==> src/rtl/vrb_pkg.sv <==
`timescale 1ns/1ps
// Package vrb_pkg
// Shared constants for the video register bank: bus widths, register
// indices, event bit positions and the small decode helpers.
// Assumes an 8-bit host bus and 16-bit indexed registers.
package vrb_pkg;

    localparam int DATA_W = 8;
    localparam int WORD_W = 2 * DATA_W;
    localparam int IDX_W  = 5;
    localparam int EVT_W  = 6;
    localparam int N_WORD = 7;

    // Register indices that carry behaviour.
    localparam logic [IDX_W-1:0] IX_CTRL   = 5'd5;
    localparam logic [IDX_W-1:0] IX_LINE   = 5'd6;
    localparam logic [IDX_W-1:0] IX_HSCR   = 5'd7;
    localparam logic [IDX_W-1:0] IX_VSCR   = 5'd8;
    localparam logic [IDX_W-1:0] IX_MWIDTH = 5'd9;
    localparam logic [IDX_W-1:0] IX_DMACTL = 5'd15;
    localparam logic [IDX_W-1:0] IX_SRC    = 5'd16;
    localparam logic [IDX_W-1:0] IX_DST    = 5'd17;
    localparam logic [IDX_W-1:0] IX_LEN    = 5'd18;
    localparam logic [IDX_W-1:0] IX_SATSRC = 5'd19;

    // Slots of the plain 16-bit register array.
    localparam int WS_LINE = 0;
    localparam int WS_HSCR = 1;
    localparam int WS_VSCR = 2;
    localparam int WS_SRC  = 3;
    localparam int WS_DST  = 4;
    localparam int WS_LEN  = 5;
    localparam int WS_SAT  = 6;

    // Event / status bit positions.
    localparam int EV_COLL = 0;
    localparam int EV_OVF  = 1;
    localparam int EV_LINE = 2;
    localparam int EV_SAT  = 3;
    localparam int EV_DMA  = 4;
    localparam int EV_VBL  = 5;

    // Maps a slot of the plain register array to its host index.
    function automatic logic [IDX_W-1:0] word_index(input int slot);
        case (slot)
            WS_LINE: word_index = IX_LINE;
            WS_HSCR: word_index = IX_HSCR;
            WS_VSCR: word_index = IX_VSCR;
            WS_SRC:  word_index = IX_SRC;
            WS_DST:  word_index = IX_DST;
            WS_LEN:  word_index = IX_LEN;
            default: word_index = IX_SATSRC;
        endcase
    endfunction

    // Increment select code to address step: 1, 32, 64, 128.
    function automatic logic [DATA_W-1:0] step_of(input logic [1:0] code);
        logic [DATA_W-1:0] one;
        one = {{(DATA_W-1){1'b0}}, 1'b1};
        step_of = (code == 2'd0) ? one : (one << (32'(code) + 4));
    endfunction

endpackage

==> src/rtl/vrb_decode.sv <==
`timescale 1ns/1ps
// Module vrb_decode
// Latches the register index and turns host writes into per-register
// byte-lane write strobes. Also flags status reads.
// Assumes host_wr and host_rd are never high together.
module vrb_decode
    import vrb_pkg::*;
#(
    parameter int IW = IDX_W,
    parameter int NW = N_WORD
) (
    input  logic          clk,
    input  logic          rst_n,
    input  logic          host_wr,
    input  logic          host_rd,
    input  logic [1:0]    host_addr,
    input  logic [IW-1:0] idx_wdata,
    output logic [IW-1:0] idx_q,
    output logic          ctrl_we_lo,
    output logic          ctrl_we_hi,
    output logic          mw_we,
    output logic          dcr_we,
    output logic [NW-1:0] word_we_lo,
    output logic [NW-1:0] word_we_hi,
    output logic          status_rd
);

    logic data_wr;
    logic lane_hi;

    // Index latch: only a low-lane write at the index position loads it.
    always_ff @(posedge clk) begin
        if (!rst_n)
            idx_q <= '0;
        else if (host_wr && host_addr == 2'b00)
            idx_q <= idx_wdata;
    end

    // Write strobes for the data positions.
    always_comb begin
        data_wr    = host_wr & host_addr[1];
        lane_hi    = host_addr[0];
        ctrl_we_lo = data_wr & ~lane_hi & (idx_q == IX_CTRL);
        ctrl_we_hi = data_wr &  lane_hi & (idx_q == IX_CTRL);
        mw_we      = data_wr & ~lane_hi & (idx_q == IX_MWIDTH);
        dcr_we     = data_wr & ~lane_hi & (idx_q == IX_DMACTL);
        status_rd  = host_rd & ~host_addr[1];
    end

    // Per-slot strobes for the plain 16-bit registers.
    for (genvar k = 0; k < NW; k++) begin : g_word_we
        assign word_we_lo[k] = data_wr & ~lane_hi & (idx_q == word_index(k));
        assign word_we_hi[k] = data_wr &  lane_hi & (idx_q == word_index(k));
    end

    // a write at port 1 never disturbs the index.
    p_index_lane1_ignored_r1: assert property (@(posedge clk) disable iff (!rst_n)
        (host_wr && host_addr == 2'b01) |=> $stable(idx_q));

    // one host write reaches at most one register lane.
    p_single_target_r12: assert property (@(posedge clk) disable iff (!rst_n)
        $onehot0({word_we_lo, word_we_hi, ctrl_we_lo, ctrl_we_hi, mw_we, dcr_we}));

endmodule

==> src/rtl/vrb_word_reg.sv <==
`timescale 1ns/1ps
// Module vrb_word_reg
// One 16-bit register written one byte lane at a time.
// Assumes at most one lane strobe per cycle.
module vrb_word_reg #(
    parameter int DW = 8
) (
    input  logic          clk,
    input  logic          rst_n,
    input  logic          we_lo,
    input  logic          we_hi,
    input  logic [DW-1:0] wdata,
    output logic [2*DW-1:0] q
);

    // Byte-lane storage.
    always_ff @(posedge clk) begin
        if (!rst_n) begin
            q <= '0;
        end else begin
            if (we_lo) q[DW-1:0]    <= wdata;
            if (we_hi) q[2*DW-1:DW] <= wdata;
        end
    end

    // a high-lane write keeps the low byte.
    p_hi_keeps_lo_r8: assert property (@(posedge clk) disable iff (!rst_n)
        (we_hi && !we_lo) |=> $stable(q[DW-1:0]));

    // a low-lane write keeps the high byte.
    p_lo_keeps_hi_r8: assert property (@(posedge clk) disable iff (!rst_n)
        (we_lo && !we_hi) |=> $stable(q[2*DW-1:DW]));

endmodule

==> src/rtl/vrb_cfg.sv <==
`timescale 1ns/1ps
// Module vrb_cfg
// Holds the control, memory-width and DMA-control registers and
// decodes them into named fields and the six interrupt enables.
// Assumes the strobes come from vrb_decode (one at a time).
module vrb_cfg
    import vrb_pkg::*;
#(
    parameter int DW = DATA_W,
    parameter int EW = EVT_W
) (
    input  logic          clk,
    input  logic          rst_n,
    input  logic          ctrl_we_lo,
    input  logic          ctrl_we_hi,
    input  logic          mw_we,
    input  logic          dcr_we,
    input  logic [DW-1:0] wdata,
    output logic [EW-1:0] irq_en,
    output logic [1:0]    sync_mode,
    output logic          sprite_on,
    output logic          bg_on,
    output logic [1:0]    disp_mode,
    output logic          refresh_on,
    output logic [DW-1:0] vram_step,
    output logic [1:0]    vram_timing,
    output logic [1:0]    sprite_timing,
    output logic [DW-1:0] map_width,
    output logic [6:0]    map_height,
    output logic          colour_mode,
    output logic          dma_src_dec,
    output logic          dma_dst_dec,
    output logic          sat_repeat
);

    logic [DW-1:0] ctrl_lo_q;
    logic [1:0]    disp_q;
    logic          refresh_q;
    logic [DW-1:0] step_q;
    logic [DW-1:0] mw_q;
    logic [4:0]    dcr_q;

    // Control register, both lanes; the step is kept already decoded.
    always_ff @(posedge clk) begin
        if (!rst_n) begin
            ctrl_lo_q <= '0;
            disp_q    <= '0;
            refresh_q <= 1'b0;
            step_q    <= step_of(2'd0);
        end else begin
            if (ctrl_we_lo) ctrl_lo_q <= wdata;
            if (ctrl_we_hi) begin
                disp_q    <= wdata[1:0];
                refresh_q <= wdata[2];
                step_q    <= step_of(wdata[4:3]);
            end
        end
    end

    // Memory-width and DMA-control registers, low lane only.
    always_ff @(posedge clk) begin
        if (!rst_n) begin
            mw_q  <= '0;
            dcr_q <= '0;
        end else begin
            if (mw_we)  mw_q  <= wdata;
            if (dcr_we) dcr_q <= wdata[4:0];
        end
    end

    // Field decode.
    always_comb begin
        irq_en           = '0;
        irq_en[EV_COLL]  = ctrl_lo_q[0];
        irq_en[EV_OVF]   = ctrl_lo_q[1];
        irq_en[EV_LINE]  = ctrl_lo_q[2];
        irq_en[EV_VBL]   = ctrl_lo_q[3];
        irq_en[EV_DMA]   = dcr_q[0];
        irq_en[EV_SAT]   = dcr_q[1];
        sync_mode        = ctrl_lo_q[5:4];
        sprite_on        = ctrl_lo_q[6];
        bg_on            = ctrl_lo_q[7];
        disp_mode        = disp_q;
        refresh_on       = refresh_q;
        vram_step        = step_q;
        vram_timing      = mw_q[1:0];
        sprite_timing    = mw_q[3:2];
        case (mw_q[5:4])
            2'd0:    map_width = DW'(32);
            2'd1:    map_width = DW'(64);
            default: map_width = DW'(128);
        endcase
        map_height       = mw_q[6] ? 7'd64 : 7'd32;
        colour_mode      = mw_q[7];
        dma_src_dec      = dcr_q[2];
        dma_dst_dec      = dcr_q[3];
        sat_repeat       = dcr_q[4];
    end

    // the step only ever takes one of the four legal values.
    p_step_legal_r6: assert property (@(posedge clk) disable iff (!rst_n)
        (vram_step == DW'(1)) || (vram_step == DW'(32)) ||
        (vram_step == DW'(64)) || (vram_step == DW'(128)));

    // a high-lane control write leaves the low-lane fields alone.
    p_ctrl_hi_keeps_lo_r5: assert property (@(posedge clk) disable iff (!rst_n)
        (ctrl_we_hi && !ctrl_we_lo) |=> ($stable(sync_mode) && $stable(sprite_on) && $stable(bg_on)));

endmodule

==> src/rtl/vrb_irq.sv <==
`timescale 1ns/1ps
// Module vrb_irq
// Sticky interrupt-pending flags, cleared by a status read, and the
// combined interrupt line.
// Assumes event inputs are single-cycle pulses; an event coinciding
// with a clear wins.
module vrb_irq #(
    parameter int EW = 6
) (
    input  logic          clk,
    input  logic          rst_n,
    input  logic [EW-1:0] evt,
    input  logic [EW-1:0] irq_en,
    input  logic          status_clr,
    output logic [EW-1:0] pending,
    output logic          irq
);

    // Pending flags: set by events, cleared by status reads.
    always_ff @(posedge clk) begin
        if (!rst_n)
            pending <= '0;
        else if (status_clr)
            pending <= evt;
        else
            pending <= pending | evt;
    end

    // Interrupt line from enabled pending flags.
    always_comb irq = |(pending & irq_en);

    // a read with no coincident event empties the flags.
    p_clear_on_read_r3: assert property (@(posedge clk) disable iff (!rst_n)
        (status_clr && evt == '0) |=> (pending == '0));

    // without a read, no flag that was set drops.
    p_sticky_r4: assert property (@(posedge clk) disable iff (!rst_n)
        (!status_clr) |=> ((pending & $past(pending)) == $past(pending)));

    // every event pulse leaves its flag set.
    p_event_sets_r4: assert property (@(posedge clk) disable iff (!rst_n)
        (evt != '0) |=> ((pending & $past(evt)) == $past(evt)));

endmodule

==> src/rtl/vrb_top.sv <==
`timescale 1ns/1ps
// Module vrb_top
// Host register bank of a video controller: indexed byte-lane access,
// status with clear-on-read, decoded configuration fields, scroll and
// DMA registers, and the DMA trigger pulses.
// Assumes host_wr and host_rd are exclusive and events last one cycle.
module vrb_top
    import vrb_pkg::*;
(
    input  logic              clk,
    input  logic              rst_n,
    input  logic              host_wr,
    input  logic              host_rd,
    input  logic [1:0]        host_addr,
    input  logic [DATA_W-1:0] host_wdata,
    output logic [DATA_W-1:0] host_rdata,
    input  logic [EVT_W-1:0]  evt_pulse,
    output logic              irq,
    output logic [1:0]        sync_mode,
    output logic              sprite_on,
    output logic              bg_on,
    output logic [1:0]        disp_mode,
    output logic              refresh_on,
    output logic [DATA_W-1:0] vram_step,
    output logic [1:0]        vram_timing,
    output logic [1:0]        sprite_timing,
    output logic [DATA_W-1:0] map_width,
    output logic [6:0]        map_height,
    output logic              colour_mode,
    output logic [WORD_W-1:0] line_compare,
    output logic [WORD_W-1:0] hscroll,
    output logic [WORD_W-1:0] vscroll,
    output logic [WORD_W-1:0] vline_count,
    output logic [WORD_W-1:0] dma_src,
    output logic [WORD_W-1:0] dma_dst,
    output logic [WORD_W-1:0] dma_len,
    output logic [WORD_W-1:0] sat_src,
    output logic              dma_src_dec,
    output logic              dma_dst_dec,
    output logic              sat_repeat,
    output logic              dma_start,
    output logic              sat_request
);

    localparam int PAD_W = DATA_W - EVT_W;

    logic [IDX_W-1:0]  idx_q;
    logic              ctrl_we_lo;
    logic              ctrl_we_hi;
    logic              mw_we;
    logic              dcr_we;
    logic [N_WORD-1:0] word_we_lo;
    logic [N_WORD-1:0] word_we_hi;
    logic              status_rd;
    logic [EVT_W-1:0]  irq_en;
    logic [EVT_W-1:0]  pending;
    logic [WORD_W-1:0] word_q [N_WORD];

    vrb_decode #(.IW(IDX_W), .NW(N_WORD)) u_decode (
        .clk        (clk),
        .rst_n      (rst_n),
        .host_wr    (host_wr),
        .host_rd    (host_rd),
        .host_addr  (host_addr),
        .idx_wdata  (host_wdata[IDX_W-1:0]),
        .idx_q      (idx_q),
        .ctrl_we_lo (ctrl_we_lo),
        .ctrl_we_hi (ctrl_we_hi),
        .mw_we      (mw_we),
        .dcr_we     (dcr_we),
        .word_we_lo (word_we_lo),
        .word_we_hi (word_we_hi),
        .status_rd  (status_rd)
    );

    vrb_cfg #(.DW(DATA_W), .EW(EVT_W)) u_cfg (
        .clk           (clk),
        .rst_n         (rst_n),
        .ctrl_we_lo    (ctrl_we_lo),
        .ctrl_we_hi    (ctrl_we_hi),
        .mw_we         (mw_we),
        .dcr_we        (dcr_we),
        .wdata         (host_wdata),
        .irq_en        (irq_en),
        .sync_mode     (sync_mode),
        .sprite_on     (sprite_on),
        .bg_on         (bg_on),
        .disp_mode     (disp_mode),
        .refresh_on    (refresh_on),
        .vram_step     (vram_step),
        .vram_timing   (vram_timing),
        .sprite_timing (sprite_timing),
        .map_width     (map_width),
        .map_height    (map_height),
        .colour_mode   (colour_mode),
        .dma_src_dec   (dma_src_dec),
        .dma_dst_dec   (dma_dst_dec),
        .sat_repeat    (sat_repeat)
    );

    vrb_irq #(.EW(EVT_W)) u_irq (
        .clk        (clk),
        .rst_n      (rst_n),
        .evt        (evt_pulse),
        .irq_en     (irq_en),
        .status_clr (status_rd),
        .pending    (pending),
        .irq        (irq)
    );

    // One byte-lane register per slot of the plain register array.
    for (genvar k = 0; k < N_WORD; k++) begin : g_word
        vrb_word_reg #(.DW(DATA_W)) u_reg (
            .clk   (clk),
            .rst_n (rst_n),
            .we_lo (word_we_lo[k]),
            .we_hi (word_we_hi[k]),
            .wdata (host_wdata),
            .q     (word_q[k])
        );
    end

    // Named views of the plain registers.
    always_comb begin
        line_compare = word_q[WS_LINE];
        hscroll      = word_q[WS_HSCR];
        vscroll      = word_q[WS_VSCR];
        dma_src      = word_q[WS_SRC];
        dma_dst      = word_q[WS_DST];
        dma_len      = word_q[WS_LEN];
        sat_src      = word_q[WS_SAT];
    end

    // Status byte; only a low-lane read at the index position returns flags.
    always_comb begin
        if (status_rd && !host_addr[0])
            host_rdata = {{PAD_W{1'b0}}, pending};
        else
            host_rdata = '0;
    end

    // Vertical counter reloads with the merged scroll value on any scroll write.
    always_ff @(posedge clk) begin
        if (!rst_n)
            vline_count <= '0;
        else if (word_we_lo[WS_VSCR] || word_we_hi[WS_VSCR])
            vline_count <= {word_we_hi[WS_VSCR] ? host_wdata : vscroll[WORD_W-1:DATA_W],
                            word_we_lo[WS_VSCR] ? host_wdata : vscroll[DATA_W-1:0]};
    end

    // Trigger pulses from high-lane writes to the length and sprite-table source.
    always_ff @(posedge clk) begin
        if (!rst_n) begin
            dma_start   <= 1'b0;
            sat_request <= 1'b0;
        end else begin
            dma_start   <= word_we_hi[WS_LEN];
            sat_request <= word_we_hi[WS_SAT];
        end
    end

    // after a scroll write the counter equals the scroll register.
    p_vcount_follows_r9: assert property (@(posedge clk) disable iff (!rst_n)
        (word_we_lo[WS_VSCR] || word_we_hi[WS_VSCR]) |=> (vline_count == vscroll));

    // a DMA start pulse always follows a high-lane host write.
    p_dma_start_cause_r11: assert property (@(posedge clk) disable iff (!rst_n)
        dma_start |-> $past(host_wr && host_addr == 2'b11));

    // a sprite-table request always follows a high-lane host write.
    p_sat_req_cause_r11: assert property (@(posedge clk) disable iff (!rst_n)
        sat_request |-> $past(host_wr && host_addr == 2'b11));

    // reads away from port 0 return zero.
    p_read_zero_r2: assert property (@(posedge clk) disable iff (!rst_n)
        (host_rd && host_addr != 2'b00) |-> (host_rdata == '0));

endmodule

==> config.mk <==
export PLATFORM = sky130hd
export DESIGN_NAME = vrb_top
export DESIGN_NICKNAME = d
export VERILOG_FILES = /design/src/rtl/vrb_pkg.sv /design/src/rtl/vrb_decode.sv /design/src/rtl/vrb_word_reg.sv /design/src/rtl/vrb_cfg.sv /design/src/rtl/vrb_irq.sv /design/src/rtl/vrb_top.sv
export SDC_FILE = /design/constraint.sdc
export NUM_CORES = 1
export LEC_CHECK = 0
export ABC_AREA = 1
export ABC_CLOCK_PERIOD_IN_PS = 2500
export BUFFER_PORTS_ARGS = -buffer_cell sky130_fd_sc_hd__buf_2
export CORE_ASPECT_RATIO = 2
export CORE_UTILIZATION = 38
export CTS_CLUSTER_SIZE = 25
export DETAILED_ROUTE_END_ITERATION = 10
export HOLD_SLACK_MARGIN = 0.02
export PLACE_DENSITY = 0.65
export SYNTH_ARGS = -nofsm -noshare
export SYNTH_HDL_FRONTEND = slang
export SYNTH_HIERARCHICAL = 1
export SYNTH_SLANG_ARGS = --single-unit
==> constraint.sdc <==
create_clock -name clk -period 2.5 [get_ports clk]
set_clock_uncertainty 0.05 [all_clocks]
set_input_delay 0.5 -clock clk [delete_from_list [all_inputs] [get_ports clk]]
set_output_delay 0.5 -clock clk [all_outputs]
set_load 0.01 [all_outputs]
==> results of run 1 <==
## per-layer routing
layer / part of all wire / up-vias / track usage / wire [um]
met3: 0.043 / 31 / 0.0446 / 846
li1: - / 3463 / - / -
met5: 0 / - / 0 / 0
met4: 0.025 / 0 / 0.0818 / 492
met1: 0.40 / 2982 / 0.215 / 7760
met2: 0.53 / 182 / 0.368 / 10400
## cells by family (layout without fill, tap and decap cells)
group | count (synthesis) | count (layout)
simple gates | 657 | 657
buf+inv | 190 | 352
flops | 169 | 169
compound gates | 55 | 55
other cells | 2 | 16
## report_power, final
group	internal [mW]	switching (mW)
Combinational	0.0924	0.228
Sequential	2.71	0.0190
Clock	1.49	1.16
Total	4.30	1.41
## flip-flops by register name, indices dropped and copies added, names as in the netlist, 4 cells and up
signal,count
g_word.u_reg/q,112
u_cfg/ctrl_lo_q,8
u_cfg/dcr_q,5
u_cfg/mw_q,8
u_cfg/vram_step,4
u_decode/idx_q,5
u_irq/pending,6
vline_count,16
## through the flow
| step | setup slack (ns) | instances | utilization | area [um^2] |
|---|---|---|---|---|
| 4_1_cts | 0.722 | 1508 | 0.456 | 8830 |
| 3_3_place_gp | 0.503 | 1476 | 0.426 | 8240 |
| 3_5_place_dp | 0.489 | 1476 | 0.426 | 8240 |
| 6_report | 0.709 | 1508 | 0.456 | 8830 |
| 2_1_floorplan | 0.689 | 1087 | - | 7550 |
| 5_1_grt | 0.620 | 1508 | 0.456 | 8830 |
## worst max-delay path: stages
cell and delay (ns):
buf_2 0.15, nor2_1 0.18, nand2_1 0.15, nor2_1 0.12
buf_2 0.14
## worst min path at each step
stage	depth (start not counted)	start	end
after floorplan	2	u_cfg/ctrl_lo_q[3]	u_cfg/ctrl_lo_q[3]
after global placement	2	g_word[1].u_reg/q[9]	g_word[1].u_reg/q[9]
after detailed placement	2	u_cfg/vram_step[5]	u_cfg/vram_step[5]
after CTS	3	evt_pulse[1]	u_irq/pending[1]
after global routing	3	evt_pulse[1]	u_irq/pending[1]
final	3	evt_pulse[5]	u_irq/pending[5]
## final cells by class
| class | instances | area, um^2 | area share |
|---|---|---|---|
| timing repair buffer | 201 | 1100 | 0.124 |
| clock inverter | 15 | 163 | 0.0184 |
| clock buffer | 17 | 425 | 0.0482 |
| sequential | 169 | 3380 | 0.383 |
| multi-input combinational | 728 | 2990 | 0.338 |
| inverter | 119 | 452 | 0.0511 |
| tap | 259 | 324 | 0.0367 |
## placed cells by master (no fill, tap or decap), drive strengths merged
cell type    n
a21oi       31
buf        201
bufinv       2
clkbuf      17
clkinv       5
clkinvlp     2
conb        16
dfxtp      169
inv        125
nand2      293
nand3       14
nor2       342
nor3         7
o21ai       24
or2          1
==> results by group, run 1 <==
Clock tree
  • Clock root cell: clkbuf_16
  • CTS clock-pin slew for the worst setup and hold paths: 0.07 ns
  • Post-CTS Setup Inserts: 0
  • H-tree Lvls: 4
  • Post_cts resized: 0
  • Clock tree buffer depth: 2
  • Clk sinks: ~170
  • CTS Buf Count: 17
  • Clk Latency, worst-skew pair: around 0.44 ns
  • CTS tree: built
  • # hold bufs at CTS: 0

Yosys
  • XOR/XNOR Fraction of Synth Area: 0
  • Yosys top cell area share: 0.451
  • Mean cell area of the mapped netlist: between 6 and 7 um^2
  • Synthesis Warnings: 6
  • Sequential fraction of the synthesis area: 0.451
  • Top-count cell post-synth: nor2_1
  • Async S/R FF share, synth: 0
  • Cell variety after synth: 24
  • Post-synth top flop: dfxtp_1
  • Main combinational cell family by area after synthesis: simple AND/OR/NAND/NOR gates
  • Synth top cells by count: nor2_1, nand2_1, dfxtp_1
  • Synth Cell Area: approximately 7500 um^2
  • Area contributors post-synth: dfxtp_1, nor2_1, nand2_1
  • Compound-Gate Fraction of Synth Area: 0.0382
  • Mux share of post-synthesis cell area: 0
  • Yosys top cell by area: dfxtp_1
  • Seq cells post-synth: about 170
  • Adder-Cell Fraction of Synth Area: 0
  • Simple-gate share of the synthesized area: 0.349
  • Post-Syn Instances: ~1100
  • Number of enable flip-flop cells after synthesis: 0

Routing
  • Drt drc: 0
  • Routed WL: 19500 um
  • DR vias/cell: 4.42
  • Routed WL per cell: between 10 and 15 um
  • Total number of vias: 6658
  • Detailed Route Iter0 Violations: about 270
  • DRT Pass-1 Iters: 4
  • ANT nets after route: 0

GRT
  • Vias in the first global route: roughly 6000
  • Total GRT Usage: 0.200
  • Initial antenna violation count: 0
  • First-pass GRT wire length: around 31000 um
  • Largest net degree at the start of global routing: 63
  • Gr ovfl total: 0

Setup path
  • Crit. Startpoint: host_addr[1]
  • Critical path startpoint category: input pin
  • Worst EP arrival: roughly 1.2 ns
  • Worst Setup EP: host_rdata[0]
  • Worst r2r src: u_decode/idx_q[1]
  • CP required: between 1.5 and 2 ns
  • Worst R2R Path Depth: 9
  • WS Path Type: input pin to primary output
  • Worst setup EP type: primary output
  • Reg2reg end: vline_count[9]
  • Flop2flop setup slack: between 0.7 and 0.8 ns
  • Crit-path max FO: 6

Outcome
  • Outcome: complete, no violations

Timing
  • TNS Setup: 0 ns
  • Fin crit share: 0.717
  • RSZ-0062 raised after global routing: false
  • Worst-margin pin slew: 0.530 ns
  • Max-slew headroom: 0.647
  • Post-Route Hold Slack: roughly 0.23 ns
  • Final Setup Violations: 0
  • Min Tclk post-route: ~1.8 ns
  • Max Clk Rate: about 560 MHz
  • Final Hold Viols: 0
  • Slew Viols, Final: 0

Hold path
  • Worst hold-check path type: input pin to register

Run
  • # Max-Cap Violations: 0

Cells and area
  • Layout cells sized above 1: 0.231
  • Diode count: 0
  • Area Overhead vs Synth: 17.7%
  • Fill count: a little over 2000
  • Layout Nets: approximately 1300

Placed design
  • GPL Wtd Cong: slightly below 0.8
  • Port Buffer Count: 180
  • Hpwl dp: around 14000 um

Floorplan
  • Core Area: between 15000 and 20000 um^2
  • Die X: 101 um
  • Die Y: between 200 and 250 um
  • Initial core utilization: 0.387
  • Top Ports: 197
  • # rows: 72
  • DIE AREA: roughly 20000 um^2

Power
  • Maximum vdd drop: 0.414 mV
  • PD cells: ~650 nW/um^2
  • Power Total: around 5.7 mW
  • P_leak: ~4.6 nW
Power figures use the tool's default switching activity.
==> run 2: changes to the inputs <==
Settings changed: ABC_CLOCK_PERIOD_IN_PS 2500 to 1700.
Clock period 2.5 ns to 1.7 ns, I/O delays scaled along.
==> results by group, run 2 (synthesis gave the netlist of run 1 again) <==
Placed design
  • Hpwl dp: 14300 um (was 13800 um)
  • DP Area: 8440 um^2 (was 8240 um^2)
  • Placed Cells: 1489 (was 1476)
  • Port Buffer Count: 180 (unchanged)
  • GPL Wtd Cong: 0.789 (was 0.772)
  • Pre-CTS setup slack: -0.0334 ns (was 0.489 ns)

Timing
  • Final Hold Viols: 0 (unchanged)
  • Max Clk Rate: 620 MHz
  • Fin crit share: 0.948
  • Final setup margin: 0.0881 ns (was 0.709 ns)
  • Final Setup Violations: 0 (unchanged)
  • RSZ-0062 raised after global routing: true (was false)
  • Min Tclk post-route: ~1.6 ns
  • TNS Setup: 0 ns (unchanged)
  • Slew Viols, Final: 0 (unchanged)

Setup path
  • WS Path Type: register to register (was input pin to primary output)
  • Worst setup EP type: register (was primary output)
  • CP required: 2.02 ns (was 1.95 ns)
  • Crit-path max FO: 8 (was 6)
  • Critical path startpoint category: register (was input pin)
  • Worst EP arrival: 1.94 ns (was 1.24 ns)

Cells and area
  • Final non-filler cell area: 9140 um^2 (was 8830 um^2)
  • Layout Cells excl Fill: 1529 (was 1508)
  • Fill count: 2053 (was 2063)
  • Layout Nets: 1278 (was 1256)
  • Max reg flops: 112 (unchanged)
  • Commonest non-fill, non-tap cells in the layout: nor2_1, nand2_1, buf_2, dfxtp_1, inv_1 (unchanged)
  • Biggest register: g_word.u_reg/q (unchanged)
  • Layout cells sized above 1: 0.245 (was 0.231)
  • Diode count: 0 (unchanged)
  • Area Overhead vs Synth: 21.8% (was 17.7%)
  • Commonest non-fill, non-tap cell in the layout: nor2_1 (unchanged)
  • Biggest regs: g_word.u_reg/q (112), vline_count (16) (unchanged)

Floorplan
  • Initial core utilization: 0.387 (unchanged)
  • Die Y: 201 um (unchanged)
  • DIE AREA: 20300 um^2 (unchanged)
  • # rows: 72 (unchanged)
  • Die X: 101 um (unchanged)
  • Top Ports: 197 (unchanged)
  • Core Area: 19400 um^2 (unchanged)

Clock tree
  • Clock tree buffer depth: 2 (unchanged)
  • CTS clock-pin slew for the worst setup and hold paths: 0.06 ns (was 0.07 ns)
  • Clk Latency, worst-skew pair: 0.43 ns (was 0.44 ns)
  • Clk sinks: 169 (unchanged)
  • Clock root cell: clkbuf_16 (unchanged)
  • CTS Buf Count: 17 (unchanged)
  • CTS tree: built (unchanged)
  • H-tree Lvls: 4 (unchanged)

Hold path
  • Worst hold-check path type: input pin to register (unchanged)

Power
  • Maximum vdd drop: 0.594 mV (was 0.414 mV)
  • P_leak: 4.77 nW (was 4.64 nW)
  • PD cells: 912 nW/um^2 (was 646 nW/um^2)
  • Power Total: 8.34 mW (was 5.70 mW)

Routing
  • Detailed Route Iter0 Violations: 222 (was 267)
  • ANT nets after route: 0 (unchanged)
  • Drt drc: 0 (unchanged)
  • Routed WL: 20000 um (was 19500 um)
  • Routed WL per cell: 13.1 um (was 13.0 um)
  • DRT Pass-1 Iters: 4 (unchanged)
  • DR vias/cell: 4.40 (was 4.42)
  • Total number of vias: 6725 (was 6658)

GRT
  • Vias in the first global route: 6235 (was 6061)
  • Largest net degree at the start of global routing: 45 (was 63)
  • First-pass GRT wire length: 31300 um (was 30800 um)
  • Total GRT Usage: 0.203 (was 0.200)
  • Gr ovfl total: 0 (unchanged)
  • Initial antenna violation count: 0 (unchanged)

Run
  • # Max-Cap Violations: 0 (unchanged)

Outcome
  • Outcome: complete, no violations (unchanged)
-- run 2: changes by cell type in the layout (fill, tap and decap cells not counted), moves of 2 or more --
cell	change
nor2_4	+2
buf_12	+8
clkbuf_16	+2
nor2_2	-2
buf_4	+11
clkbuf_1	+2
inv_6	-4
-- run 2: final cells by class --
cell class / count / area, um^2 / area share
Sequential cell: 169 / 3380 / 0.370
Multi-Input combinational cell: 728 / 3010 / 0.329
Timing Repair Buffer: 223 / 1400 / 0.153
Inverter: 119 / 452 / 0.0494
Clock buffer: 20 / 447 / 0.0489
Tap cell: 259 / 324 / 0.0355
Clock inverter: 11 / 124 / 0.0136
-- run 2: critical path: stages, from the launching register on --
cell	delay [ns]
dfxtp_1	0.33
inv_1	0.09
nand2_2	0.09
or2_4	0.28
nor2_4	0.16
buf_12	0.15
nor2_4	0.05
buf_4	0.16
nand2_1	0.06
nand2_1	0.05
nor2_1	0.09
-- run 2: repair_timing --
item / in CTS / in global routing
gates resized for setup: 0 / 7
setup endpoints to repair: 0 / 16
setup buffers: 0 / 7
hold buffers: 0 / 0
-- run 2: layer usage --
metal	track usage	part of all wire
met1	0.215	0.41
met4	0.0994	0.035
met3	0.0481	0.034
met5	0	0
met2	0.365	0.52
-- run 2: final timing paths --
path                            depth (start not counted)                   from  slack [ns]                    end
worst max register to register                         10      u_decode/idx_q[0]        0.09        vline_count[13]
worst min register to register                          2  g_word[3].u_reg/q[13]        0.42  g_word[3].u_reg/q[13]
worst min-delay path                                    3           evt_pulse[2]        0.06       u_irq/pending[2]
worst max-delay path                                   10      u_decode/idx_q[0]        0.09        vline_count[13]
-- run 2: stage by stage --
stage               utilization  hold slack, ns
floorplan                     -           0.383
global placement          0.436           0.403
detailed placement        0.436           0.407
CTS                       0.465          0.0450
global route              0.472          0.0507
finish                    0.472          0.0626
-- run 2: power by group --
part	internal [mW]	switching (mW)
Sequential	3.99	0.0264
Combinational	0.166	0.347
Clock	2.19	1.61
==> run 3: changes to the inputs <==
Settings changed: ABC_CLOCK_PERIOD_IN_PS 1700 to 1370, CORE_ASPECT_RATIO 2 to unset, PLACE_DENSITY 0.65 to 0.67.
Clock period 1.7 ns to 1.37 ns, I/O delays scaled along.
==> results by group, run 3 (synthesis gave the netlist of run 1 again) <==
Outcome
  • Outcome: finished with violations (was complete, no violations)
  • Failing checks: negative setup slack

Routing
  • Routed WL: 20400 um (was 20000 um)
  • Drt drc: 0 (unchanged)
  • Detailed Route Iter0 Violations: 311 (was 222)
  • Routed WL per cell: 13.0 um (was 13.1 um)
  • DRT Pass-1 Iters: 5 (was 4)
  • ANT nets after route: 0 (unchanged)
  • DR vias/cell: 4.38 (was 4.40)
  • Total number of vias: 6857 (was 6725)

Timing
  • Final Setup Violations: 118 (was 0)
  • Fin crit share: 1.11 (was 0.948)
  • RSZ-0062 raised after global routing: true (unchanged)
  • Max Clk Rate: 657 MHz (was 620 MHz)
  • Final setup margin: -0.151 ns (was 0.0881 ns)
  • TNS Setup: -4.99 ns (was 0 ns)
  • Final Hold Viols: 0 (unchanged)
  • Slew Viols, Final: 0 (unchanged)
  • Min Tclk post-route: 1.52 ns (was 1.61 ns)

Cells and area
  • Commonest non-fill, non-tap cells in the layout: nor2_1, nand2_1, buf_2, dfxtp_1, inv_1 (unchanged)
  • Diode count: 0 (unchanged)
  • Layout cells sized above 1: 0.354 (was 0.245)
  • Final non-filler cell area: 10100 um^2 (was 9140 um^2)
  • Layout Nets: 1309 (was 1278)
  • Area Overhead vs Synth: 34.6% (was 21.8%)
  • Biggest regs: g_word.u_reg/q (112), vline_count (16) (unchanged)
  • Biggest register: g_word.u_reg/q (unchanged)
  • Commonest non-fill, non-tap cell in the layout: nor2_1 (unchanged)
  • Max reg flops: 112 (unchanged)

Power
  • Maximum vdd drop: 0.794 mV (was 0.594 mV)
  • Power Total: 10.7 mW (was 8.34 mW)
  • P_leak: 5.16 nW (was 4.77 nW)
  • PD cells: 1060 nW/um^2 (was 912 nW/um^2)

GRT
  • Total GRT Usage: 0.199 (was 0.203)
  • Vias in the first global route: 6060 (was 6235)
  • First-pass GRT wire length: 31200 um (was 31300 um)
  • Gr ovfl total: 0 (unchanged)
  • Largest net degree at the start of global routing: 77 (was 45)
  • Initial antenna violation count: 0 (unchanged)

Floorplan
  • Initial core utilization: 0.387 (about the same)
  • Core Area: 19400 um^2 (about the same)
  • DIE AREA: 20300 um^2 (about the same)
  • Top Ports: 197 (unchanged)
  • Die Y: 143 um (was 201 um)
  • Die X: 143 um (was 101 um)
  • # rows: 51 (was 72)

Setup path
  • Worst EP arrival: 1.83 ns (was 1.94 ns)
  • Crit-path max FO: 8 (unchanged)
  • Worst setup EP type: register (unchanged)
  • Critical path startpoint category: register (unchanged)
  • CP required: 1.68 ns (was 2.02 ns)
  • WS Path Type: register to register (unchanged)

Placed design
  • DP Area: 8680 um^2 (was 8440 um^2)
  • Port Buffer Count: 180 (unchanged)
  • Hpwl dp: 13400 um (was 14300 um)
  • GPL Wtd Cong: 0.797 (was 0.789)

Hold path
  • Worst hold-check path type: input pin to register (unchanged)

Clock tree
  • Clk sinks: 169 (unchanged)
  • H-tree Lvls: 4 (unchanged)
  • Clk Latency, worst-skew pair: 0.43 ns (about the same)
  • CTS tree: built (unchanged)
  • Clock tree buffer depth: 2 (unchanged)
  • CTS clock-pin slew for the worst setup and hold paths: 0.07 ns (was 0.06 ns)
  • Clock root cell: clkbuf_16 (unchanged)
  • CTS Buf Count: 17 (unchanged)

Run
  • # Max-Cap Violations: 0 (unchanged)
## run 3: power breakdown
part           total (mW)  switching (mW)  internal [mW]
Sequential           5.00          0.0403           4.96
Combinational       0.783           0.505          0.278
Clock                4.94            2.01           2.93
Total                10.7            2.56           8.16
## run 3: final cells by class
cell class              instances  area [um^2]
clock buffers                  22          454
repair buffers                254         1790
multi-input cells             728         3490
inverters                     119          467
flip-flops and latches        169         3420
fillers                      1910         9300
well taps                     265          332
clock inverters                10          144
## run 3: what timing repair did
| action | 4_1_cts | 5_1_grt |
|---|---|---|
| hold buffers | 6 | 0 |
| cloned | 1 | 4 |
| buffers inserted | 3 | 8 |
| setup endpoints to repair | 141 | 167 |
| pin swaps | 18 | 65 |
| gates resized for setup | 51 | 156 |
| endpoints found under the hold margin | 6 | 0 |
## run 3: final timing paths
check	startpoint	to	slack [ns]	depth (start not counted)
min reg2reg	u_cfg/vram_step[7]	u_cfg/vram_step[7]	0.41	2
max	u_decode/idx_q[1]	vline_count[13]	-0.15	9
max reg2reg	u_decode/idx_q[1]	vline_count[13]	-0.15	9
min	rst_n	u_cfg/vram_step[6]	0.19	3
## run 3: worst max-delay path, stage by stage, from the launching register on
cell and delay (ns):
dfxtp_4 0.36, inv_2 0.06, nand2_2 0.07, or2_4 0.24, nor2_4 0.20, buf_6 0.17
inv_6 0.04, nand2_8 0.12, nor2_2 0.04, nor2_1 0.11
## run 3: metrics by stage
step                utilization  hold slack (ns)  setup WS [ns]  cells
floorplan                     -            0.317        -0.0501   1087
global placement          0.447            0.402         -0.173   1513
detailed placement        0.447            0.407         -0.205   1513
CTS                       0.490            0.167         -0.125   1555
global route              0.521            0.173         -0.222   1567
finish                    0.521            0.189         -0.151   1567
## run 3: per-layer routing
layer	global-route usage	part of all wire	up-vias
met3	0.0495	0.053	22
met5	0	0	-
met2	0.321	0.47	189
met1	0.261	0.46	3080
li1	-	-	3566
met4	0.0600	0.016	0
